[src/rtl/aes_colmix_pkg.sv]
package aes_colmix_pkg;

    localparam int BYTE_W    = 8;
    localparam int COL_BYTES = 4;
    localparam int COL_W     = BYTE_W * COL_BYTES;
    localparam int COEF_BITS = 4;                 // constants up to 0x0E need x^0..x^3
    localparam logic [BYTE_W-1:0] POLY_LOW = 8'h1B; // low byte of x^8+x^4+x^3+x+1

    typedef logic [BYTE_W-1:0] gf_byte_t;
    // element [COL_BYTES-1] is byte 0 (most significant)
    typedef gf_byte_t [COL_BYTES-1:0] column_t;

    typedef enum logic {
        MIX_FWD = 1'b0,
        MIX_INV = 1'b1
    } mix_mode_e;

    typedef struct packed {
        logic    valid;
        column_t col;
    } col_beat_t;

    function automatic gf_byte_t xtime(input gf_byte_t x);
        return {x[BYTE_W-2:0], 1'b0} ^ (x[BYTE_W-1] ? POLY_LOW : '0);
    endfunction

    function automatic gf_byte_t fwd_coef(input int j);
        case (j)
            0:       return 8'h02;
            1:       return 8'h03;
            default: return 8'h01;
        endcase
    endfunction

    function automatic gf_byte_t inv_coef(input int j);
        case (j)
            0:       return 8'h0E;
            1:       return 8'h0B;
            2:       return 8'h0D;
            default: return 8'h09;
        endcase
    endfunction

    function automatic gf_byte_t byte_at(input column_t c, input int i);
        return c[COL_BYTES-1-i];
    endfunction

    // behavioural reference used only by the checks
    function automatic gf_byte_t gf_mul_ref(input gf_byte_t k, input gf_byte_t x);
        gf_byte_t acc = '0;
        gf_byte_t p   = x;
        for (int b = 0; b < COEF_BITS; b++) begin
            if (k[b]) acc = acc ^ p;
            p = xtime(p);
        end
        return acc;
    endfunction

    function automatic column_t mix_ref(input column_t c, input logic inv);
        column_t  r;
        gf_byte_t acc;
        for (int i = 0; i < COL_BYTES; i++) begin
            acc = '0;
            for (int j = 0; j < COL_BYTES; j++)
                acc = acc ^ gf_mul_ref(inv ? inv_coef(j) : fwd_coef(j),
                                       byte_at(c, (i + j) % COL_BYTES));
            r[COL_BYTES-1-i] = acc;
        end
        return r;
    endfunction

endpackage

[src/rtl/gf_const_mul.sv]
module gf_const_mul
    import aes_colmix_pkg::*;
#(
    parameter gf_byte_t COEF = 8'h02
) (
    input  gf_byte_t din,
    output gf_byte_t dout
);

    // din * x^k for k = 0..COEF_BITS-1, each a fixed XOR rewiring of the last
    gf_byte_t pow_q [COEF_BITS];

    assign pow_q[0] = din;

    generate
        for (genvar k = 1; k < COEF_BITS; k++) begin : g_pow
            assign pow_q[k] = xtime(pow_q[k-1]);
        end
    endgenerate

    always_comb begin
        dout = '0;
        for (int k = 0; k < COEF_BITS; k++)
            if (COEF[k]) dout = dout ^ pow_q[k];
    end

endmodule

[src/rtl/colmix_row.sv]
module colmix_row
    import aes_colmix_pkg::*;
#(
    parameter int ROW = 0
) (
    input  column_t   col_i,
    input  mix_mode_e mode_i,
    output gf_byte_t  byte_o
);

    gf_byte_t fwd_terms [COL_BYTES];
    gf_byte_t inv_terms [COL_BYTES];
    gf_byte_t fwd_sum;
    gf_byte_t inv_sum;

    generate
        for (genvar j = 0; j < COL_BYTES; j++) begin : g_term
            localparam int SRC = (ROW + j) % COL_BYTES;
            gf_const_mul #(.COEF(fwd_coef(j))) u_fwd (
                .din  (col_i[COL_BYTES-1-SRC]),
                .dout (fwd_terms[j])
            );
            gf_const_mul #(.COEF(inv_coef(j))) u_inv (
                .din  (col_i[COL_BYTES-1-SRC]),
                .dout (inv_terms[j])
            );
        end
    endgenerate

    always_comb begin
        fwd_sum = '0;
        inv_sum = '0;
        for (int j = 0; j < COL_BYTES; j++) begin
            fwd_sum = fwd_sum ^ fwd_terms[j];
            inv_sum = inv_sum ^ inv_terms[j];
        end
        byte_o = (mode_i == MIX_INV) ? inv_sum : fwd_sum;
    end

endmodule

[src/rtl/aes_colmix.sv]
module aes_colmix
    import aes_colmix_pkg::*;
#(
    parameter bit REG_OUT = 1'b1
) (
    input  logic             clk,
    input  logic             rst,
    input  logic             in_valid,
    input  logic             mode,
    input  logic [COL_W-1:0] col_in,
    output logic             out_valid,
    output logic [COL_W-1:0] col_out
);

    mix_mode_e mode_e;
    column_t   col_src;
    column_t   mixed;

    assign mode_e  = mix_mode_e'(mode);
    assign col_src = column_t'(col_in);

    generate
        for (genvar r = 0; r < COL_BYTES; r++) begin : g_row
            colmix_row #(.ROW(r)) u_row (
                .col_i  (col_src),
                .mode_i (mode_e),
                .byte_o (mixed[COL_BYTES-1-r])
            );
        end

        if (REG_OUT) begin : g_reg
            col_beat_t beat_q;

            always_ff @(posedge clk) begin
                if (rst) begin
                    beat_q <= '0;
                end else begin
                    beat_q.valid <= in_valid;
                    if (in_valid) beat_q.col <= mixed;
                end
            end

            assign out_valid = beat_q.valid;
            assign col_out   = beat_q.col;


            valid_follow_chk: assert property (@(posedge clk) disable iff (rst)
                in_valid |=> out_valid);

            valid_idle_chk: assert property (@(posedge clk) disable iff (rst)
                !in_valid |=> !out_valid);

            hold_on_idle_chk: assert property (@(posedge clk) disable iff (rst)
                !in_valid |=> $stable(col_out));
        end else begin : g_comb
            assign out_valid = in_valid;
            assign col_out   = mixed;
        end
    endgenerate


    fwd_undo_chk: assert property (@(posedge clk) disable iff (rst)
        (in_valid && mode_e == MIX_FWD) |-> (mix_ref(mixed, 1'b1) == col_src));

    inv_undo_chk: assert property (@(posedge clk) disable iff (rst)
        (in_valid && mode_e == MIX_INV) |-> (mix_ref(mixed, 1'b0) == col_src));

endmodule

[config.mk]
export PLATFORM = sky130hd
export DESIGN_NAME = aes_colmix
export DESIGN_NICKNAME = d
export VERILOG_FILES = /design/src/rtl/aes_colmix_pkg.sv /design/src/rtl/gf_const_mul.sv /design/src/rtl/colmix_row.sv /design/src/rtl/aes_colmix.sv
export SDC_FILE = /design/constraint.sdc
export NUM_CORES = 1
export LEC_CHECK = 0
export ABC_AREA = 0
export CORE_AREA = 2 2 83 85
export DETAILED_ROUTE_END_ITERATION = 16
export DIE_AREA = 0 0 85 87
export GPL_ROUTABILITY_DRIVEN = 0
export HOLD_SLACK_MARGIN = 0.12
export PLACE_DENSITY = 0.89
export RECOVER_POWER = 25
export SYNTH_ARGS = -nofsm -noshare
export SYNTH_HDL_FRONTEND = slang
export SYNTH_SLANG_ARGS = --single-unit
export TNS_END_PERCENT = 5
[constraint.sdc]
create_clock -name clk -period 6.1 [get_ports clk]
set_input_delay 0.61 -clock clk [delete_from_list [all_inputs] [get_ports clk]]
set_output_delay 0.61 -clock clk [all_outputs]
set_load 0.1 [all_outputs]
======== Yosys cells after proc, flatten, opt, wreduce, memory -nomap -nowiden ========
Index checks and enable logic that the tools add are counted.
storage, ports and cells
  register bits ........................... 33
  bits in latches ......................... 0
  bits in writable memories ............... 0
  ROM bits ................................ 0
  input bits .............................. 36
  output and inout port bits .............. 33
  word-level logic and storage cells ...... 85
  memories kept ........................... 0
cells by class
  $add $sub $neg .......................... 0
  multipliers ............................. 0
  divide/modulo/power cells ............... 0
  $lt $le $gt $ge ......................... 0
  equality and inequality tests ........... 0
  shift-type cells ........................ 0
  muxes and demuxes ....................... 16
  bitwise logic cells ..................... 64
  reductions and logical operators ........ 0
operators by type and width
  cell                        count
  bitwise XOR 8 bit           58
  2-to-1 mux 5 bit            12
  bitwise XOR 8 x 5 -> 8 bit  6
  2-to-1 mux 8 bit            4

======== Logic depth before layout (Yosys ltp) ========
Gate-level depths: netlist of the first run.
  word-level depth ........................ 11
  mapped depth ............................ 7
  gate-level depth less buffers ........... 6

======== By module ========
A second synthesis of the first run with hierarchy kept.
second synthesis, totals
  cells, all modules ...................... 714
  area total of the unflattened synthesis .. 7133.1 sq um
by module, submodules not included
  module                                             times used  cells each  area an instance (sq um)  seq. area each (sq um)
  colmix_row                                         4           57          505.5                     0.0
  aes_colmix                                         1           106         1202.4                    660.6
  gf_const_mul (g_row[0].u_row.g_term[2].u_inv ...)  4           16          196.4                     0.0
  gf_const_mul (g_row[0].u_row.g_term[0].u_inv ...)  4           18          173.9                     0.0
  gf_const_mul (g_row[0].u_row.g_term[1].u_inv ...)  4           16          168.9                     0.0
  gf_const_mul (g_row[0].u_row.g_term[3].u_inv ...)  4           12          127.6                     0.0
  gf_const_mul (g_row[0].u_row.g_term[1].u_fwd ...)  4           9           126.4                     0.0
  gf_const_mul (g_row[0].u_row.g_term[2].u_fwd ...)  8           8           60.1                      0.0
  gf_const_mul (g_row[0].u_row.g_term[0].u_fwd ...)  4           8           63.8                      0.0

======== Worst setup path before layout of the first run ========
Ideal clock, no wire load.
  path kind ............................... in2reg
  start point ............................. input col_in[1]
  end point ............................... register g_reg.beat_q, in the netlist col_out[12]
  setup time .............................. 0.132 ns
  arrival time ............................ 2.471 ns
  data required time ...................... 5.968 ns
  path slack .............................. 3.498 ns
  stages .................................. 7
  path buffers ............................ 1
  cells stage by stage .................... clkbuf_1 xor3_1 xor3_2 xnor2_1 xnor3_1 a21oi_1 nor3_1
between the ends
  longest elaborated chain between the ends .. 8
ends and longest elaborated chain
  element                                  line                  text
  start: declaration                       aes_colmix.sv:10      input logic [COL_W-1:0] col_in,
  bitwise XOR 8 bit                        aes_colmix_pkg.sv:24  return {x[BYTE_W-2:0], 1'b0} ^ (x[BYTE_W-1] ? POLY_LOW : '0);
  bitwise XOR 8 x 5 -> 8 bit (2 in a row)  n/a
  bitwise XOR 8 bit                        gf_const_mul.sv:24    if (COEF[k]) dout = dout ^ pow_q[k];
  bitwise XOR 8 bit (3 in a row)           colmix_row.sv:35      inv_sum = inv_sum ^ inv_terms[j];
  2-to-1 mux 8 bit                         colmix_row.sv:37      byte_o = (mode_i == MIX_INV) ? inv_sum : fwd_sum;
  end: declaration                         aes_colmix.sv:32      col_beat_t beat_q;
Every way passes these cells.
A chain may end at the register's enable or synchronous reset.

======== Worst setup path after layout of the first run ========
  start point ............................. input col_in[5]
  end point ............................... register g_reg.beat_q, in the netlist col_out[19]
between the ends
  longest elaborated chain between the ends .. 8
ends and longest elaborated chain
  element                         line
  bitwise XOR 8 bit               aes_colmix_pkg.sv:24
  bitwise XOR 8 x 5 -> 8 bit      n/a
  2-to-1 mux 5 bit                n/a
  bitwise XOR 8 x 5 -> 8 bit      n/a
  bitwise XOR 8 bit               gf_const_mul.sv:24
  bitwise XOR 8 bit (2 in a row)  colmix_row.sv:35
  2-to-1 mux 8 bit                colmix_row.sv:37
Every way passes these cells.

==> results.py, run 1 <==
metrics = {
    "timing": {
        "rsz0062_at_grt": "false",
        "finalCritPeriodShare_pct": 51.37,
        "clock_skew_ps": 0,
        "max_freq_mhz": 319.1,
        "setup_viol": 0,
        "finalHoldViolations": 0,
        "fin_crit_ps": 3134,
        "timing.setup.tns_ps": 0,
        "slew_headroom_pct": 20.41,
        "tightest_slew_ps": 1190,
        "slew_violations": 0,
        "hold_slack_ps": 478.4,
    },
    "logic_synthesis": {
        "syn_avg_cell_area_um2": 9.535,
        "syn-cell-area_mm2": 0.003623,
        "yosys_warnings": 0,
        "syn-num-nets": 416,
        "synthCells": 380,
        "ys_seq_area_share_pct": 18.23,
        "synthDistinctLibCells": 34,
        "synth_edf_count": 0,
        "synthArstFlopShare_pct": 0,
        "synth-seq-cells": 33,
        "ys.flop_type": "dfxtp_1",
    },
    "final_layout": {
        "final_common_cell": "xnor2_1",
        "area_growth_pct": 20.20,
        "diodes": 0,
        "fin_area_mm2": 0.004355,
        "post-route-util_pct": 66.30,
        "num-nets-final": 455,
        "layout_common_cells": "137 x xnor2_1, 51 x clkdlybuf4s50_1, 41 x xor2_1, 39 x nor2_1, 33 x dfxtp_1",
        "layout-drive-gt1-share_pct": 3.810,
    },
    "worst_setup_path": {
        "cp_cell_sequence": "clkdlybuf4s50_1 -> xor3_1 -> xnor3_1 -> xnor2_1 -> mux2_2 -> xnor2_1 -> a211oi_1",
        "crit_required_ps": 6280,
        "worstPathArrival_ps": 3320,
        "r2r_start": "col_out[20]",
        "ff2ff_path_depth": 2,
        "path_max_fanout": 9,
        "cp_slowest_stage_delay_ps": 770,
        "r2r_end": "col_out[20]",
        "crit_family": "XOR/XNOR gates",
        "rrSetupSlack_ps": 5180,
        "path_buf_inv": 1,
        "critPathSlowestCell": "clkdlybuf4s50_1",
        "crit_type": "in2reg",
        "crit_path_end_kind": "flip-flop",
        "crit_path_start_kind": "input pin",
        "path_common_cell": "xnor2_1",
    },
    "run_status": {
        "status": "completed",
    },
    "clock_network": {
        "cts.clk_slew.worst_paths_ps": 70,
        "htreeDepth": 2,
        "postCtsSetupBuffers": 0,
        "cts_resized": 0,
        "cts_tree": "yes",
        "cts_made_buffers": 5,
        "clkSinkCount": 33,
        "clk_path_buf_depth": 2,
        "cts_hold_repair.buffers": 0,
        "clkLatencyLatePin_ps": 280,
        "cts_root_buf": "clkbuf_8",
    },
    "route": {
        "route.met2.wl_um": 4057,
        "wl_per_cell_um": 16.87,
        "wl_met3_um": 391,
        "drt_iter0_drc": 172,
        "vias": 2655,
        "routed.top_layer": "met4",
        "wl_met1_um": 3783,
        "avgViaCountPerCell": 5.310,
        "drc": 0,
        "ant_nets": 0,
        "wirelength_um": 8434,
        "drtPass1Iterations": 7,
    },
    "power_and_ir_drop": {
        "leakage_nw": 1.695,
        "ir_drop_uv": 213.5,
        "cellPowerDensity_mw_per_mm2": 341.7,
    },
    "placement": {
        "placement.cell_area_mm2": 0.004239,
        "hpwl_um": 6771,
        "numPortBuffers": 68,
    },
    "min_path": {
        "holdPathStages": 2,
        "min_path_type": "reg2reg",
        "min_to": "col_out[21]",
        "hp-start": "col_out[21]",
    },
    "die": {
        "die_h_um": 87,
        "fp.coreArea_mm2": 0.006569,
        "start_util_pct": 55.16,
        "num_rows": 30,
        "die-area_mm2": 0.007395,
        "die_w_um": 85,
        "ios": 69,
    },
    "global_route": {
        "grt.total_usage_pct": 23.34,
        "grt_overflow": 0,
        "grt_pass1_wl_um": 13320,
        "grt_pass1_vias": 2611,
        "grt_antenna_before_repair": 0,
        "grt_max_degree": 69,
    },
    "flow_run": {
        "maxCapViolCount": 0,
    },
}
## worst min-delay path: cells and delay by family, from the launching register on
kind / cells / cell delay [ps]
DFF: 1 / 310
and+or+nand+nor: 2 / 120
## stage by stage
stage | power [mW] | std cells | worst slack [ps]
6_report | 1.488 | 500 | 2966
3_3_place_gp | 1.266 | 492 | 2717
2_1_floorplan | 1.087 | 380 | 3498
3_5_place_dp | 1.281 | 492 | 2662
5_1_grt | 1.559 | 500 | 2804
4_1_cts | 1.496 | 500 | 2958
## sequential cells by signal, summed over array words and instances, names as in the netlist
register	flops
out_valid	1
col_out	32
## cell families (layout without fill, tap and decap cells)
group / Yosys count / in the layout / synth area share [%]
buffers and inverters: 36 / 76 / 4.420
AOI/OAI and AO/OA: 39 / 39 / 7.459
DFF: 33 / 33 / 18.23
muxes: 4 / 4 / 1.174
and+or+nand+nor: 59 / 59 / 6.872
xor gates and xnor gates: 209 / 209 / 61.84
## cell type report
type	count	area [um^2]
clock buffer	7	86.33
clock inverter	1	30.03
fill	519	2213
multi-input combinational	311	2803
sequential	33	660.6
tap	80	100.1
timing repair buffer	68	675.6
## per-layer routing
metal | vias up | GRT usage, %
met4 | 0 | 8.369
met5 | - | 0
met1 | 1232 | 31.67
met2 | 106 | 39.13
li1 | 1301 | -
met3 | 16 | 1.991
## cell usage after synthesis, types with 2 or more instances
master,number,area (um^2)
a31oi_1,2,12.51
nor3_1,3,15.01
mux2i_1,2,20.02
buf_2,8,40.04
nand2b_1,2,12.51
a211oi_1,25,187.7
xnor2_1,137,1200
xor3_1,4,95.09
xor2_1,41,359.1
dfxtp_1,33,660.6
o21ai_0,3,15.01
mux2_2,2,22.52
nor2_1,39,146.4
nand2_1,8,30.03
xnor3_1,21,473.0
xnor2_2,3,48.80
clkbuf_1,24,90.09
a21oi_1,6,30.03
and2_1,2,12.51
## report_power, final
group / total, mW / internal, mW / switching [mW]
clock: 0.212 / 0.133 / 0.0785
combinational: 1.01 / 0.416 / 0.591
sequential: 0.269 / 0.252 / 0.0171
total: 1.49 / 0.801 / 0.687
## worst max path at each step
| stage | from | end | slack [ps] | cells after the start |
|---|---|---|---|---|
| finish | col_in[5] | col_out[19] | 2970 | 7 |
| CTS | col_in[5] | col_out[19] | 2960 | 7 |
| detailed placement | col_in[5] | col_out[19] | 2660 | 7 |
| floorplan | col_in[1] | col_out[12] | 3500 | 7 |
| global route | col_in[5] | col_out[3] | 2800 | 7 |
| global placement | col_in[5] | col_out[3] | 2720 | 7 |
(Power assumes the default switching activity.)
==> inputs of run 2 (changes only) <==
Settings changed: CORE_AREA 2 2 83 85 to 2 2 85 87, DIE_AREA 0 0 85 87 to 0 0 87 89, PLACE_DENSITY 0.89 to 0.85.
Clock period 6.1 ns to 3.2 ns, I/O delays scaled along.
==> results.py, run 2 (synthesis results as in run 1) <==
metrics = {
    "route": {
        "vias": 2717,
        "drc": 0,
        "drt_iter0_drc": 236,
        "ant_nets": 0,
        "wirelength_um": 8934,
        "wl_per_cell_um": 17.21,
        "drtPass1Iterations": 4,
        "avgViaCountPerCell": 5.235,
    },
    "final_layout": {
        "multi_input_area_mm2": 0.002803,
        "largest_reg_flops": 32,
        "area_growth_pct": 23.55,
        "layout-drive-gt1-share_pct": 7.973,
        "n_fill_cell": 522,
        "layout_common_cells": "137 x xnor2_1, 52 x clkdlybuf4s50_1, 41 x xor2_1, 39 x nor2_1, 33 x dfxtp_1",
        "fin_area_mm2": 0.004477,
        "diodes": 0,
        "final_common_cell": "xnor2_1",
        "seqCellArea_um2": 660.6,
        "finalNonFillerCells": 519,
        "num-nets-final": 474,
    },
    "clock_network": {
        "cts.clk_slew.worst_paths_ps": 80,
        "clkSinkCount": 33,
        "cts_made_buffers": 5,
        "clkLatencyLatePin_ps": 280,
        "clk_path_buf_depth": 2,
        "postCtsSetupBuffers": 0,
        "cts_root_buf": "clkbuf_8",
        "cts_tree": "yes",
        "cts_hold_repair.buffers": 0,
        "htreeDepth": 2,
        "cts_resized": 0,
    },
    "run_status": {
        "violations": "max-capacitance violations, max-slew violations",
        "status": "finished, violations left",
    },
    "die": {
        "num_rows": 30,
        "die_h_um": 89,
        "fp.coreArea_mm2": 0.006719,
        "die_w_um": 87,
        "start_util_pct": 53.93,
        "die-area_mm2": 0.007743,
        "ios": 69,
    },
    "timing": {
        "tightest_slew_ps": 1517,
        "timing.setup.tns_ps": 0,
        "slew_headroom_pct": -1.160,
        "max_freq_mhz": 366.2,
        "rsz0062_at_grt": "false",
        "setup_viol": 0,
        "clock_skew_ps": 0,
        "fin_crit_ps": 2731,
        "slew_violations": 34,
        "finalCritPeriodShare_pct": 85.33,
        "finalHoldViolations": 0,
    },
    "global_route": {
        "grt_pass1_vias": 2746,
        "grt_overflow": 0,
        "grt_pass1_wl_um": 14030,
        "grt.total_usage_pct": 23.91,
        "grt_antenna_before_repair": 0,
        "grt_max_degree": 47,
    },
    "power_and_ir_drop": {
        "leakage_nw": 1.773,
        "cellPowerDensity_mw_per_mm2": 621.1,
        "ir_drop_uv": 189.9,
    },
    "min_path": {
        "min_path_type": "reg2reg",
    },
    "worst_setup_path": {
        "worstPathArrival_ps": 2850,
        "path_max_fanout": 4,
        "crit_type": "in2reg",
        "crit_path_start_kind": "input pin",
        "crit_path_end_kind": "flip-flop",
        "crit_required_ps": 3320,
    },
    "flow_run": {
        "maxCapViolCount": 1,
    },
    "placement": {
        "numPortBuffers": 68,
        "place_inst": 511,
        "hpwl_um": 7158,
        "placement.cell_area_mm2": 0.004394,
    },
}
run 2: cell count changes in the layout (fill, tap and decap cells not counted):
cell             before  now
clkinv_2              0    2
buf_4                 0   17
dlygate4sd3_1        16   15
clkbuf_8              6    5
clkdlybuf4s50_1      51   52
buf_12                0    1
bufinv_16             1    0
clkinvlp_4            0    1
run 2: worst max-delay path, cell delays in order:
cell,delay [ps]
clkdlybuf4s50_1,580
xor3_1,530
xor3_2,460
xnor2_1,350
xnor3_1,390
a21oi_1,160
nor3_1,60
run 2: layout make-up:
class | count | share of cell area, %
clock inverters | 3 | 0.3913
clock buffers | 5 | 1.537
multi-input cells | 311 | 62.60
repair buffers | 87 | 18.47
well taps | 80 | 2.236
flip-flops and latches | 33 | 14.76
run 2: routing by layer:
metal	GRT usage, %	up-vias	wire length [um]
li1	-	1333	-
met1	32.11	1286	3908
met2	40.80	90	4419
met3	2.493	8	468
met4	7.244	0	137
met5	0	-	0
run 2: power by group:
| part | switching (mW) | internal, mW | leakage [nW] | total, mW |
|---|---|---|---|---|
| logic | 1.14 | 0.819 | 1.45 | 1.96 |
| registers | 0.0338 | 0.480 | 0.274 | 0.514 |
| clock network | 0.161 | 0.150 | 0.0439 | 0.311 |
run 2: metrics by stage:
stage / utilization (%) / power (mW) / hold WS [ps] / worst slack [ps]
floorplan: - / 2.073 / 611.1 / 887.5
global placement: 65.40 / 2.450 / 468.7 / 329.4
detailed placement: 65.40 / 2.477 / 477.7 / 238.6
CTS: 66.69 / 2.799 / 487.0 / 546.3
global route: 66.63 / 2.909 / 498.0 / 374.7
finish: 66.63 / 2.781 / 479.6 / 469.5
run 2: final timing paths:
path	startpoint	end	slack [ps]	cells after the start
hold reg to reg	col_out[25]	col_out[25]	480	2
setup reg to reg	col_out[20]	col_out[20]	2320	2
setup / recovery	col_in[9]	col_out[12]	470	7
hold / removal	col_out[25]	col_out[25]	480	2
==> inputs of run 3 (changes only) <==
Settings changed: ABC_AREA 0 to not set, CTS_BUF_LIST set to sky130_fd_sc_hd__clkbuf_16, MAX_ROUTING_LAYER set to met4.
==> results.py, run 3 (synthesis results as in run 1) <==
metrics = {
    "route": {
        "ant_nets": 0,
        "wl_per_cell_um": 17.30,
        "vias": 2758,
        "avgViaCountPerCell": 5.314,
        "wirelength_um": 8978,
        "drt_iter0_drc": 203,
        "drtPass1Iterations": 4,
        "drc": 0,
    },
    "final_layout": {
        "finalNonFillerCells": 519,
        "seqCellArea_um2": 660.6,
        "layout-drive-gt1-share_pct": 7.973,
        "post-route-util_pct": 67.47,
        "area_growth_pct": 25.10,
        "n_fill_cell": 506,
        "final_common_cell": "xnor2_1",
        "multi_input_area_mm2": 0.002803,
        "layout_common_cells": "137 x xnor2_1, 52 x clkdlybuf4s50_1, 41 x xor2_1, 39 x nor2_1, 33 x dfxtp_1",
        "largest_reg_flops": 32,
        "diodes": 0,
        "fin_area_mm2": 0.004533,
        "num-nets-final": 474,
    },
    "worst_setup_path": {
        "critPathSlowestCell": "clkdlybuf4s50_1",
        "crit_path_end_kind": "flip-flop",
        "crit_required_ps": 3310,
        "worstPathArrival_ps": 2850,
        "cp_cell_sequence": "clkdlybuf4s50_1 -> xor3_1 -> xor3_2 -> xnor2_1 -> xnor3_1 -> a21oi_1 -> nor3_1",
        "path_max_fanout": 4,
        "crit_type": "in2reg",
        "crit_path_start_kind": "input pin",
        "cp_slowest_stage_delay_ps": 580,
    },
    "power_and_ir_drop": {
        "leakage_nw": 1.799,
        "cellPowerDensity_mw_per_mm2": 647.0,
        "fin_total_pwr_mw": 2.933,
        "ir_drop_uv": 247.9,
    },
    "die": {
        "ios": 69,
        "die_w_um": 87,
        "fp.coreArea_mm2": 0.006719,
        "die-area_mm2": 0.007743,
        "die_h_um": 89,
        "start_util_pct": 53.93,
        "num_rows": 30,
    },
    "clock_network": {
        "postCtsSetupBuffers": 0,
        "cts_resized": 0,
        "clkLatencyLatePin_ps": 280,
        "cts.clk_slew.worst_paths_ps": 60,
        "clk_path_buf_depth": 2,
        "clkSinkCount": 33,
        "cts_hold_repair.buffers": 0,
        "htreeDepth": 2,
        "cts_made_buffers": 5,
        "cts_root_buf": "clkbuf_16",
        "cts_tree": "yes",
    },
    "min_path": {
        "min_path_type": "reg2reg",
    },
    "timing": {
        "hold_slack_ps": 476.8,
        "clock_skew_ps": 0,
        "max_freq_mhz": 365.4,
        "tightest_slew_ps": 1470,
        "timing.setup.tns_ps": 0,
        "setup_ws_ps": 463.2,
        "slew_violations": 0,
        "setup_viol": 0,
        "slew_headroom_pct": 2.031,
        "finalHoldViolations": 0,
        "finalCritPeriodShare_pct": 85.52,
        "fin_crit_ps": 2737,
        "rsz0062_at_grt": "false",
    },
    "global_route": {
        "grt_overflow": 0,
        "busiest_layer": "met2",
        "use_met2_pct": 41.85,
        "grt.total_usage_pct": 25.13,
        "grt_antenna_before_repair": 0,
        "grt_pass1_vias": 2792,
        "grt_max_degree": 47,
        "grtUsageMet1_pct": 31.97,
        "use_met3_pct": 3.509,
        "grt_pass1_wl_um": 14320,
    },
    "placement": {
        "hpwl_um": 7158,
        "place_inst": 511,
        "numPortBuffers": 68,
        "placement.cell_area_mm2": 0.004394,
        "place_ws_ps": 238.6,
    },
    "run_status": {
        "status": "completed",
    },
    "flow_run": {
        "maxCapViolCount": 0,
    },
}
[run 3: changes by cell type in the layout (fill, tap and decap cells not counted)]
cell | previous run | this run
clkbuf_8 | 5 | 0
clkbuf_16 | 0 | 5
[run 3: critical path: cells and delay by family]
family	cells	cell delay, ps
buffers and inverters	1	580
and+or+nand+nor	1	60
xor gates and xnor gates	4	1730
AOI/OAI and AO/OA	1	160
[run 3: area by class of cell]
class / instances / area share [%]
tap: 80 / 2.208
timing repair buffer: 87 / 18.24
clock buffer: 5 / 2.760
sequential: 33 / 14.57
multi-input combinational: 311 / 61.83
clock inverter: 3 / 0.3864
[run 3: routing by layer]
layer  vias to the layer above  wire length [um]  share of wire [%]
li1                       1340                 -                  -
met1                      1316              3926                 44
met3                        16               487                5.4
met4                         0               202                2.2
met5                         -                 0                  0
met2                        86              4361                 49
[run 3: path summary, 6_finish.rpt]
check         startpoint          end  slack (ps)  cells past startpoint
max            col_in[9]  col_out[12]         460                      7
min          col_out[25]  col_out[25]         480                      2
max reg2reg  col_out[20]  col_out[20]        2320                      2
min reg2reg  col_out[25]  col_out[25]         480                      2
[run 3: where the power goes]
group / internal [mW] / switching, mW / leakage (nW)
registers: 0.481 / 0.0336 / 0.274
clock network: 0.285 / 0.178 / 0.0696
logic: 0.819 / 1.14 / 1.45
total: 1.58 / 1.35 / 1.80
